--- src/rtl/iagg_pkg.sv ---
// Package: shared widths, register addresses and the reserved-source mask
// for the interrupt cause aggregator.
package iagg_pkg;
    localparam int SRC_N  = 64;
    localparam int WORD_W = 32;
    localparam int ADDR_W = 3;

    // Register word addresses.
    localparam logic [ADDR_W-1:0] A_CAUSE_LO = 3'd0;
    localparam logic [ADDR_W-1:0] A_CAUSE_HI = 3'd1;
    localparam logic [ADDR_W-1:0] A_MASK_LO  = 3'd2;
    localparam logic [ADDR_W-1:0] A_MASK_HI  = 3'd3;
    localparam logic [ADDR_W-1:0] A_SELECT   = 3'd4;

    // Reserved sources: 29-31, 35, 51-55, 61-63.
    localparam logic [SRC_N-1:0] RSVD_MASK = 64'hE0F8_0008_E000_0000;

    // Flag positions inside the select-cause word.
    localparam int FLAG_HI_ONLY = 30;
    localparam int FLAG_BOTH    = 31;
endpackage

--- src/rtl/iagg_cause_capture.sv ---
// Module: iagg_cause_capture
// Samples the source levels into the cause vector once per clock and
// forces the reserved positions to zero.
// Assumes the sources are already synchronous to clk.
module iagg_cause_capture #(
    parameter int              N    = 64,
    parameter logic [N-1:0]    RSVD = '0
) (
    input  logic         clk,
    input  logic         rst_n,
    input  logic [N-1:0] src_lvl,
    output logic [N-1:0] cause
);
    logic valid_q;

    // Capture the level of each source, with reserved bits held at zero.
    always_ff @(posedge clk) begin
        if (!rst_n) cause <= '0;
        else        cause <= src_lvl & ~RSVD;
    end

    // Mark cycles whose previous edge was out of reset.
    always_ff @(posedge clk) begin
        if (!rst_n) valid_q <= 1'b0;
        else        valid_q <= 1'b1;
    end

    p_cause_follow_r1: assert property (@(posedge clk) disable iff (!rst_n)
        valid_q |-> (cause == ($past(src_lvl) & ~RSVD)));

    p_rsvd_zero_r2: assert property (@(posedge clk) disable iff (!rst_n)
        (cause & RSVD) == '0);
endmodule

--- src/rtl/iagg_mask_regs.sv ---
// Module: iagg_mask_regs
// Holds the CPU mask as two independently written halves.
// Assumes at most one write per cycle, selected by the write enables.
module iagg_mask_regs #(
    parameter int W = 32
) (
    input  logic           clk,
    input  logic           rst_n,
    input  logic           we_lo,
    input  logic           we_hi,
    input  logic [W-1:0]   wdata,
    output logic [2*W-1:0] mask
);
    // Load the lower half of the mask on its own write.
    always_ff @(posedge clk) begin
        if (!rst_n)     mask[W-1:0] <= '0;
        else if (we_lo) mask[W-1:0] <= wdata;
    end

    // Load the upper half of the mask on its own write.
    always_ff @(posedge clk) begin
        if (!rst_n)     mask[2*W-1:W] <= '0;
        else if (we_hi) mask[2*W-1:W] <= wdata;
    end

    p_lo_keeps_hi_r3: assert property (@(posedge clk) disable iff (!rst_n)
        (we_lo && !we_hi) |=> (mask[2*W-1:W] == $past(mask[2*W-1:W])));

    p_hi_keeps_lo_r3: assert property (@(posedge clk) disable iff (!rst_n)
        (we_hi && !we_lo) |=> (mask[W-1:0] == $past(mask[W-1:0])));
endmodule

--- src/rtl/iagg_select.sv ---
// Module: iagg_select
// Builds the select-cause word from the cause vector and the mask.
// Purely combinational; assumes the flag bit positions are reserved
// positions in the returned word, so the flags never overlap live cause bits.
module iagg_select #(
    parameter int W       = 32,
    parameter int F_HI    = 30,
    parameter int F_BOTH  = 31
) (
    input  logic [2*W-1:0] cause,
    input  logic [2*W-1:0] mask,
    output logic [W-1:0]   sel_word,
    output logic           any_pend
);
    logic [2*W-1:0] pend;
    logic           lo_any, hi_any;

    // Choose the cause half and flag from which halves hold masked work.
    always_comb begin
        pend     = cause & mask;
        lo_any   = |pend[W-1:0];
        hi_any   = |pend[2*W-1:W];
        any_pend = lo_any | hi_any;
        sel_word = cause[W-1:0];
        if (hi_any && !lo_any) begin
            sel_word       = cause[2*W-1:W];
            sel_word[F_HI] = 1'b1;
        end else if (hi_any && lo_any) begin
            sel_word[F_BOTH] = 1'b1;
        end
    end
endmodule

--- src/rtl/intr_cause_agg.sv ---
// Module: intr_cause_agg (top)
// Aggregates 64 level interrupt sources into a cause vector, masks it with
// a two-word CPU mask, drives a registered CPU interrupt and serves reads
// of cause, mask and the select-cause word with one cycle of latency.
// Assumes a synchronous register port with separate read and write strobes.
module intr_cause_agg
    import iagg_pkg::*;
(
    input  logic              clk,
    input  logic              rst_n,
    input  logic [SRC_N-1:0]  src_lvl,
    input  logic              wr_en,
    input  logic              rd_en,
    input  logic [ADDR_W-1:0] addr,
    input  logic [WORD_W-1:0] wdata,
    output logic [WORD_W-1:0] rdata,
    output logic              cpu_irq
);
    localparam int HALF = SRC_N / 2;

    logic [SRC_N-1:0]  cause;
    logic [SRC_N-1:0]  mask;
    logic [WORD_W-1:0] sel_word;
    logic              any_pend;
    logic              valid_q;

    iagg_cause_capture #(.N(SRC_N), .RSVD(RSVD_MASK)) u_cause (
        .clk     (clk),
        .rst_n   (rst_n),
        .src_lvl (src_lvl),
        .cause   (cause)
    );

    iagg_mask_regs #(.W(HALF)) u_mask (
        .clk   (clk),
        .rst_n (rst_n),
        .we_lo (wr_en && addr == A_MASK_LO),
        .we_hi (wr_en && addr == A_MASK_HI),
        .wdata (wdata),
        .mask  (mask)
    );

    iagg_select #(.W(HALF), .F_HI(FLAG_HI_ONLY), .F_BOTH(FLAG_BOTH)) u_sel (
        .cause    (cause),
        .mask     (mask),
        .sel_word (sel_word),
        .any_pend (any_pend)
    );

    // Register the CPU interrupt from any masked pending cause.
    always_ff @(posedge clk) begin
        if (!rst_n) cpu_irq <= 1'b0;
        else        cpu_irq <= any_pend;
    end

    // Register the read data selected by the address.
    always_ff @(posedge clk) begin
        if (!rst_n) rdata <= '0;
        else if (rd_en) begin
            case (addr)
                A_CAUSE_LO: rdata <= cause[HALF-1:0];
                A_CAUSE_HI: rdata <= cause[SRC_N-1:HALF];
                A_MASK_LO:  rdata <= mask[HALF-1:0];
                A_MASK_HI:  rdata <= mask[SRC_N-1:HALF];
                A_SELECT:   rdata <= sel_word;
                default:    rdata <= '0;
            endcase
        end
    end

    // Mark cycles whose previous edge was out of reset.
    always_ff @(posedge clk) begin
        if (!rst_n) valid_q <= 1'b0;
        else        valid_q <= 1'b1;
    end

    p_irq_track_r4: assert property (@(posedge clk) disable iff (!rst_n)
        valid_q |-> (cpu_irq == |($past(cause) & $past(mask))));

    p_rsvd_no_irq_r2: assert property (@(posedge clk) disable iff (!rst_n)
        ((cause & mask & ~RSVD_MASK) == '0) |=> !cpu_irq);

    p_hi_flag_r5: assert property (@(posedge clk) disable iff (!rst_n)
        sel_word[FLAG_HI_ONLY] |-> ((cause[HALF-1:0] & mask[HALF-1:0]) == '0));

    p_both_flag_r6: assert property (@(posedge clk) disable iff (!rst_n)
        sel_word[FLAG_BOTH] |-> ((cause[SRC_N-1:HALF] & mask[SRC_N-1:HALF]) != '0));

    p_flags_excl_r7: assert property (@(posedge clk) disable iff (!rst_n)
        $onehot0(sel_word[FLAG_BOTH:FLAG_HI_ONLY]));

    p_rdata_hold_r8: assert property (@(posedge clk) disable iff (!rst_n)
        (valid_q && !rd_en) |=> $stable(rdata));
endmodule

--- config.mk ---
export PLATFORM = sky130hd
export DESIGN_NAME = intr_cause_agg
export DESIGN_NICKNAME = d
export VERILOG_FILES = /design/src/rtl/iagg_pkg.sv /design/src/rtl/iagg_cause_capture.sv /design/src/rtl/iagg_mask_regs.sv /design/src/rtl/iagg_select.sv /design/src/rtl/intr_cause_agg.sv
export SDC_FILE = /design/constraint.sdc
export NUM_CORES = 1
export LEC_CHECK = 0
export ABC_CLOCK_PERIOD_IN_PS = 2070
export BUFFER_PORTS_ARGS = -buffer_cell sky130_fd_sc_hd__clkbuf_2
export CAP_MARGIN = 20
export CORE_MARGIN = 2
export CORE_UTILIZATION = 49
export DETAILED_ROUTE_END_ITERATION = 8
export PLACE_DENSITY_LB_ADDON = 0.15
export SETUP_SLACK_MARGIN = 0.5
export SLEW_MARGIN = 20
export SYNTH_ARGS = -nofsm -noshare
export SYNTH_HDL_FRONTEND = slang
export SYNTH_SLANG_ARGS = --single-unit
--- constraint.sdc ---
create_clock -name clk -period 2.07 [get_ports clk]
set_clock_uncertainty 0.05 [all_clocks]
set_input_delay 0.1035 -clock clk [delete_from_list [all_inputs] [get_ports clk]]
set_output_delay 0.1035 -clock clk [all_outputs]
set_load 0.02 [all_outputs]
==> reports/metrics.yaml <==
sta:
  slew_headroom_pct: 63.6
  timing.final.crit_share_pct: 112
  fmax_mhz: 431
  tightest_slew_ns: 0.543
  fin_ws_ns: -0.249
  rsz0062_at_grt: "yes"
  whs_ns: 0.0642
  maxSlewViolCount: 0
  hold_viol_final: 0
  setup_viol: 30
  period_needed_ns: 2.32
setup_path:
  end_kind: "flop"
  rr_worst_depth: 6
  r2r-start: "u_cause.cause[2]"
  crit_type: "flop to flop"
  critPathArrivalTime_ns: 2.59
  cp_max_fo: 4
  r2r-end: "rdata[27]"
  r2r_slack_ns: -0.25
  worstPathRequired_ns: 2.35
  crit_path_start_kind: "flop"
grt:
  grt_overflow: 0
  track_usage_pct: 32.7
  grt_max_degree: 81
  grt_pass1_wl_microns: 32900
  grt_pass1_vias: 6276
  antenna_found_initial: 0
clock_tree:
  cts.reportedPaths.clkPinSlew_ns: 0.06
  clock-root-buffer: "clkbuf_16"
  insertion_delay_ns: 0.43
  htree_levels: 4
  cts_tree: "done"
  numCtsBuffers: 17
  clkSinkCount: 149
  cts_max_path_buffers: 2
outcome:
  violations: "setup timing"
  run_status: "complete, but fails checks"
yosys:
  synthTopCellsByCount: "dfxtp_1, nand2_1, a21boi_0, and2_1, clkbuf_1"
  syn_area_per_cell_sq_um: 8.89
  netlist.area_leader.share_pct: 48.6
  syn_area_sq_um: 6130
  synth_seq_cells: 149
  ys_async_sr_fraction_pct: 0
  synth_edf_count: 0
  syn-num-nets: 793
  ys.flop_type: "dfxtp_1"
  yosys_warnings: 0
  netlist_instances: 690
  synth.area.top_cells: "dfxtp_1, nand2_1, a21boi_0"
  yosysSeqAreaShare_pct: 48.6
  synth_cell_types: 38
  yosys.area.top_type: "dfxtp_1"
floorplan:
  core_sq_um: 12100
  initial_utilization_pct: 50.7
  die_area_sq_um: 13400
  num_rows: 40
  ios: 136
  chipHeight_microns: 116
  die_w_microns: 116
routing:
  detail-route-antenna-nets: 0
  drt_wl_total_microns: 21400
  wire_per_inst_microns: 19.4
  dr.pass1.iters: 5
  vias_per_cell: 5.60
  drtIter0Drc: 479
  vias: 6192
  drc: 0
hold_path:
  hp-start: "rst_n"
  whs_path_depth: 2
  holdPathEnd: "u_mask.mask[26]"
  hold_path.class: "input port to flop"
power_and_ir_drop:
  p_clk_share_pct: 44.8
  p_int_uw: 5230
  netSwitchingPower_uw: 1640
  p_leak_uw: 0.00352
  seq_power_share_pct: 44.3
  pwr-share-comb_pct: 10.9
  switching_share_pct: 23.9
  p_per_area_nw_per_um2: 768
  ir_drop_mv: 0.655
final_layout:
  final_cell_area_sq_um: 8950
  fin_cells: 1105
  syn2layout_area_growth_pct: 45.8
  drive_gt1_share_pct: 27.6
  n_fill_cell: 898
  nNetsFinal: 1027
  antenna_cells: 0
placed_design:
  port_buffers: 123
  dp_hpwl_microns: 13400
  gp_congestion: 0.879
  numPlacedInstances: 986
  post_dp_cell_area_sq_um: 7270
flow_run:
  cap_violations: 0
==> through the flow <==
| step | total power (uW) | setup TNS (ns) | utilization (%) | setup WS (ns) |
|---|---|---|---|---|
| 4_1_cts | 6820 | -4.56 | 72.5 | -0.213 |
| 6_report | 6870 | -5.62 | 73.9 | -0.249 |
| 5_1_grt | 7060 | -7.00 | 73.9 | -0.292 |
| 3_3_place_gp | 3630 | -3.03 | 60.0 | -0.178 |
| 2_1_floorplan | 3350 | 0 | - | 0.0277 |
| 3_5_place_dp | 3650 | -5.08 | 60.0 | -0.249 |
==> flip-flops by register name, summed over array words and instances, names as in the netlist <==
name           count
cpu_irq            1
u_mask.mask       64
u_cause.cause     52
rdata             32
==> layout make-up <==
type | instances | area (sq um) | area share [%]
clock buffer | 23 | 488 | 5.45
clock inverter | 9 | 100 | 1.12
inverter | 2 | 7.51 | 0.0839
multi-input combinational | 489 | 3170 | 35.4
sequential | 149 | 2990 | 33.4
tap | 168 | 210 | 2.35
timing repair buffer | 265 | 1990 | 22.2
==> what timing repair did <==
item | CTS | global route
gates resized for setup | 15 | 24
hold buffers | 84 | 0
pin swaps | 4 | 1
setup buffers | 1 | 1
endpoints found under the setup margin | 32 | 32
endpoints found under the hold margin | 116 | 0
gates cloned | 1 | 0
==> layer usage <==
layer / GRT usage, % / routed length [microns] / vias up
met2: 56.2 / 10900 / 294
met3: 7.90 / 1500 / 45
li1: - / - / 2889
met4: 13.3 / 493 / 0
met1: 39.5 / 8570 / 2964
met5: 0 / 0 / -
==> power groups by stage <==
| stage | registers, uW | clock network [uW] | logic [uW] |
|---|---|---|---|
| after floorplan | 3080 | 0 | 267 |
| after global placement | 3100 | 0 | 534 |
| after detailed placement | 3100 | 0 | 548 |
| after CTS | 3040 | 3090 | 695 |
| after global routing | 3050 | 3220 | 797 |
| final | 3050 | 3080 | 748 |
==> cells by family (layout without fill, tap and decap cells) <==
group / Yosys count / in the layout / share of synthesized area, %
muxes: 14 / 14 / 2.73
DFF: 149 / 149 / 48.6
AOI/OAI and AO/OA: 197 / 197 / 23.7
and+or+nand+nor: 277 / 278 / 21.7
buffers and inverters: 53 / 299 / 3.28
==> worst max-delay path, cell delays in order, from the launching register on <==
cell and delay [ns]:
dfxtp_1 0.31, a22o_1 0.23, a221oi_1 0.39, nand4_4 0.20, or4_4 0.47, nor3b_2 0.21, a221o_1 0.35
==> cells in the final DEF, fill, tap and decap left out, drive strengths merged, types with 3 or more instances in the layout <==
cell         count
a21boi          65
a21oi           14
a221o           13
a221oi           5
a22o             3
a22oi           41
a311oi           9
a31oi           10
and2            62
and3             3
buf             59
clkbuf         145
clkinv           5
dfxtp          149
dlygate4sd3     84
mux2            12
nand2          149
nand3            8
nand4            4
nor2            20
nor2b           22
nor3b            4
o21ai           24
o2bb2ai          8
==> how the worst max path moves through the flow <==
stage	startpoint	end	slack [ns]	cells past startpoint
after floorplan	u_cause.cause[5]	rdata[16]	0.03	6
after global placement	u_cause.cause[11]	rdata[17]	-0.18	6
after detailed placement	u_cause.cause[11]	rdata[28]	-0.25	6
after CTS	u_cause.cause[5]	rdata[24]	-0.21	6
after global routing	u_cause.cause[2]	rdata[27]	-0.29	6
final	u_cause.cause[2]	rdata[27]	-0.25	6
Note: power is estimated with default switching activity, not from simulation.
